## src/rtl/led_sink_core.sv

```systemverilog
module led_sink_core #(
  parameter int CH = 16
) (
  input  logic          clk,
  input  logic          rst_n,
  input  logic          sdi,
  input  logic          le,
  input  logic          oe_n,
  output logic          sdo,
  output logic [CH-1:0] chan_on,
  output logic          shutdown
);

  logic [CH-1:0] chain_q;
  logic [CH-1:0] store_q;

  always_ff @(posedge clk or negedge rst_n) begin
    if (!rst_n) begin
      chain_q <= '0;
    end else begin
      chain_q <= {chain_q[CH-2:0], sdi};
    end
  end

  always_ff @(posedge clk or negedge rst_n) begin
    if (!rst_n) begin
      store_q <= '0;
    end else if (le) begin
      store_q <= chain_q;
    end
  end

  assign sdo      = chain_q[CH-1];
  assign shutdown = ~|store_q;
  assign chan_on  = (oe_n || shutdown) ? '0 : store_q;

endmodule


```

## config.mk

```make
export PLATFORM = sky130hd
export DESIGN_NAME = led_sink_core
export DESIGN_NICKNAME = d
export VERILOG_FILES = /design/src/rtl/led_sink_core.sv
export SDC_FILE = /design/constraint.sdc
export NUM_CORES = 1
export LEC_CHECK = 0
export BUFFER_PORTS_ARGS = -buffer_cell sky130_fd_sc_hd__buf_2
export CORE_ASPECT_RATIO = 0.8
export CORE_MARGIN = 2
export CORE_UTILIZATION = 52
export CTS_CLUSTER_DIAMETER = 30
export DETAILED_ROUTE_END_ITERATION = 10
export GPL_ROUTABILITY_DRIVEN = 0
export GPL_TIMING_DRIVEN = 0
export PLACE_DENSITY = 0.75
export SYNTH_ARGS = -nofsm -noshare
export SYNTH_HDL_FRONTEND = slang
export SYNTH_SLANG_ARGS = --single-unit
```

## constraint.sdc

```tcl
create_clock -name clk -period 1 [get_ports clk]
set_input_delay 0.15 -clock clk [delete_from_list [all_inputs] [get_ports clk]]
set_output_delay 0.15 -clock clk [all_outputs]
set_load 0.02 [all_outputs]
```

Yosys cells after proc, flatten, opt, wreduce, memory -nomap -nowiden
Index checks and enable logic that the tools add are counted.

Bits in registers: 32. Input port bits: 5. Output and inout bits: 18. Logic and storage cells: 6.

Muxes and demuxes: 1. Reductions and logical operators: 3.

Operator list (number): $mux W16 (1); $reduce_or A16 Y1 (1); $logic_not A1 Y1 (1); $logic_or A1 B1 Y1 (1).

Longest topological paths before layout
Depth after elaboration: 4. Gate-level depth with buffers: 3. Mapped depth without buffers: 2.

Least setup slack after synthesis
OpenSTA, ideal clock, no wires.

Path type: register to output. Start point: register store_q[6]. End point: output shutdown. Arrival time: 0.919 ns. Data required time: 0.850 ns. Slack: -0.069 ns. Cell stages (with the launch flop): 3. Path buffers: 0. Cells stage by stage: dfrtp_1 > nor4_1 > and4_1.

Word-level cells in the longest chain between the ends: 2.

RTL lines: start: declaration (RTL line 15) `logic [CH-1:0] store_q;`; start signal: assignment (RTL line 29) `store_q <= chain_q;`; $reduce_or A16 Y1 (RTL line 34) `assign shutdown = ~|store_q;`; $logic_not A1 Y1 (RTL line 34); end: declaration (RTL line 11) `output logic shutdown`.

Every way passes these cells.

Worst setup path in the final report
Ends and elaborated chain as after synthesis.

==> summary.md <==
The post-synthesis instance total is 72. The count of input and output buffers is 21, and the number of sinks driven by the clock tree is 32. The tools report the met2 demand-to-capacity share in global routing as 30.45%. The clock passes through at most 2 buffers. The die covers 2715 sq um. After synthesis the cells add up to 1202 sq um. The worst setup path is launched from a register. The number of hold-slack violations in the final timing report was 0. TritonCTS created 5 clock buffers. For the number of max-slew violations in the final report, the log shows 0. The number of antenna violations at the first check in global routing is 0. Die span in y: 47.01 um.

Summed over all layers, the routed wires come to 2216 um. Adding up every negative setup slack in the final design gives -4.033 ns. After clock tree synthesis, the clock-pin slew on the worst setup and hold paths is 0.09 ns. Across the run, the number of max-cap violations was 0.

The post-layout minimum cycle time was 1.575 ns; the minimum hold slack was 0.1201 ns. The buffer and inverter count on the worst path was 1. By area, the combinational part of the netlist is dominated by multiplexers.

After Yosys synthesis, XOR and XNOR cells account for 0% of the synthesized area. Measured on the finished design, the core utilization comes to 72.41%. TritonCTS built the clock tree.

For this design the top-level I/O count stands at 23. 0 antenna diodes ended up in the layout. The share of async-settable or async-resettable flops after synthesis was 100.0%. The per-instance average area after synthesis is 16.70 sq um. The run gives 1130 uV as the maximum vdd ir drop. The largest driver fanout on the critical path is 2. Relative to the synthesized area, the layout overhead comes to 31.11%. The aggregate global routing overflow came out at 0. The cell type with the highest aggregate area in the netlist is sky130_fd_sc_hd__dfrtp_1. The critical path goes through nor4_2, and4_2, buf_6. Setup repair after global routing could not meet its margin everywhere. The analysis attributes to cell leakage a power of 0.7673 nW. The run finished, with violations left. The run gives 18 as the final count of negative-setup-slack endpoints. For the pin with the worst max-slew slack, the measured transition is 0.6922 ns.

For this run, the register share of the synthesized area comes to 66.60%. The total number of H-tree levels was 2; the horizontal die dimension was 57.76 um. Mux cell area share after synthesis: 18.11%. The distinct cell type count after synthesis was 10; the count of flip-flops with a built-in enable after synthesis was 0. The compound-gate portion of the synthesized area works out to 0%.

The number of flip-flops and latches in the synthesized netlist came out at 32. The arrival time of the worst setup path is 1.42 ns. Sorting the synthesized cells by area gives the leading types as sky130_fd_sc_hd__dfrtp_1 (67%), sky130_fd_sc_hd__mux2_4 (12%), sky130_fd_sc_hd__and2b_1 (7.5%). The logs give 25.63% for the routing usage on met1 and 0 for the final antenna-violating net count. In the routed design, unresolved DRC markers number 0. Measured against its own limit, the worst slew margin works out to 53.85%. The most instantiated library cell after synthesis was sky130_fd_sc_hd__dfrtp_1. The tools report the clock network latency to the later pin of the worst-skew pair as 0.33 ns. Using the TritonRoute via totals, the vias-per-cell ratio works out to 5.165. The placeable core area is 2177 sq um. Grouping stages by cell kind, the critical path spends the most delay in simple AND/OR/NAND/NOR gates. The initial core utilization was 55.23%. Cell chosen for the clock root: sky130_fd_sc_hd__clkbuf_4. The final critical path takes up 157.5% of the cycle. For this run, the slowest stage of the critical path takes 0.42 ns. The min-delay analysis places its worst path in the category in2reg. Summing the areas of all fa, ha and maj instances in the mapped netlist gives 0% of the synthesized area. Of the cells placed in the final design, the portion with a size suffix greater than 1 is 53.70%. The critical path in this run is classified as reg2out.

Dividing total power by cell area gives a power density of 1636 nW/um^2. Among all flip-flop cells after synthesis, the most frequent one is sky130_fd_sc_hd__dfrtp_1. Number of global-route vias before repair: 693. The commonest cells after synthesis are sky130_fd_sc_hd__dfrtp_1 (32), sky130_fd_sc_hd__and2b_1 (12), sky130_fd_sc_hd__mux2_4 (10). The global routing stage identified its most utilized layer as met2. The total power after layout is 2.579 mW, and the fraction of the mapped netlist area in simple logic gates is 12.38%. The floorplan has 15 rows.

Final layout net count: 113. Before antenna repair, the detailed router went through 3 iterations. Cell with the biggest individual delay on the critical path: sky130_fd_sc_hd__dfrtp_1. Summing all placed instances gives a cell area of 1340 sq um. The tools report the number of warning messages in the yosys log as 0.

For the DRC marker count from the first detailed-route iteration, the log shows 3. At the worst endpoint, the required time is 0.85 ns. Once detailed placement completed, the half-perimeter wirelength came to 1412 um. Entering global routing, the biggest net connects 33 pins. The worst setup skew after layout came out at 0.004176 ns.

For this run, the total global-route usage over all layers was measured as 19.53%. The met3 track utilization from global routing is 5.785%. In the final routed layout, each cell accounts on average for 16.66 um. First-pass GRT wire length: 3546 um. The final reports fail on setup timing. The highest attainable clock frequency was 635.0 MHz. For this block, the via count after detailed routing is 687.

The area share of the largest cell type after synthesis is 66.60%, and the summed area of non-filler cells in the final layout is 1577 sq um. The nature of the critical path endpoint is an output port. The logs give 77 for the post-synth net total and -0.5749 ns for the final setup slack of the worst path.
[per-stage QoR]
stage | instances | setup slack, ns
floorplan | 72 | -0.05119
global placement | 118 | -0.2874
detailed placement | 118 | -0.2632
CTS | 130 | -0.5701
global route | 133 | -0.6310
finish | 133 | -0.5749
[routing by layer]
| layer | routed length, um | vias to the layer above | part of all wire, % |
|---|---|---|---|
| met2 | 1049 | 19 | 47 |
| li1 | - | 317 | - |
| met3 | 100 | 8 | 4.5 |
| met5 | 0 | - | 0 |
| met4 | 67 | 0 | 3.0 |
| met1 | 998 | 343 | 45 |
[cells in the final DEF, fill, tap and decap left out, drive strengths merged]
cell,n
dlygate4sd3,2
dfrtp,32
clkbuf,7
and4,1
and2b,12
mux2,16
clkinv,1
buf,29
nor2b,4
nor4,4
[area by class of cell]
cell class                      instances  area (sq um)
Sequential cell                        32         800.8
Fill cell                             148         600.6
Timing Repair Buffer                   29         261.5
Tap cell                               25         31.28
Buffer                                  3         36.28
Multi-Input combinational cell         37         400.4
Clock inverter                          1         5.005
Clock buffer                            6         41.29
[final timing paths]
check | start | cells past startpoint | slack [ns] | end
setup / recovery | store_q[6] | 3 | -0.57 | shutdown
hold / removal | le | 2 | 0.12 | store_q[15]
setup reg to reg | store_q[13] | 2 | 0.08 | store_q[13]
hold reg to reg | chain_q[2] | 0 | 0.38 | chain_q[3]
max in group asynchronous | rst_n | 2 | 0.16 | store_q[1]
min in group asynchronous | rst_n | 2 | 0.40 | store_q[12]
[sequential cells by signal (all words and copies together) (netlist names)]
name / flops
chain_q: 16
store_q: 16
[cell families after synthesis]
| logic type | after synthesis |
|---|---|
| AND/OR/NAND/NOR | 21 |
| flip-flops | 32 |
| buffers and inverters | 3 |
| multiplexers | 16 |
[where the power goes]
part           total, mW  internal, mW  switching (mW)
Combinational      0.437         0.252           0.185
Clock              0.663         0.258           0.405
Sequential          1.48          1.39          0.0880
Total               2.58          1.90           0.678
[repair_timing]
action	4_1_cts	5_1_grt
pin swaps	2	2
setup buffers	3	3
hold endpoints to repair	33	0
resized for setup	26	9
endpoints found under the setup margin	18	18
hold buffers	2	0
(Power assumes the default switching activity.)
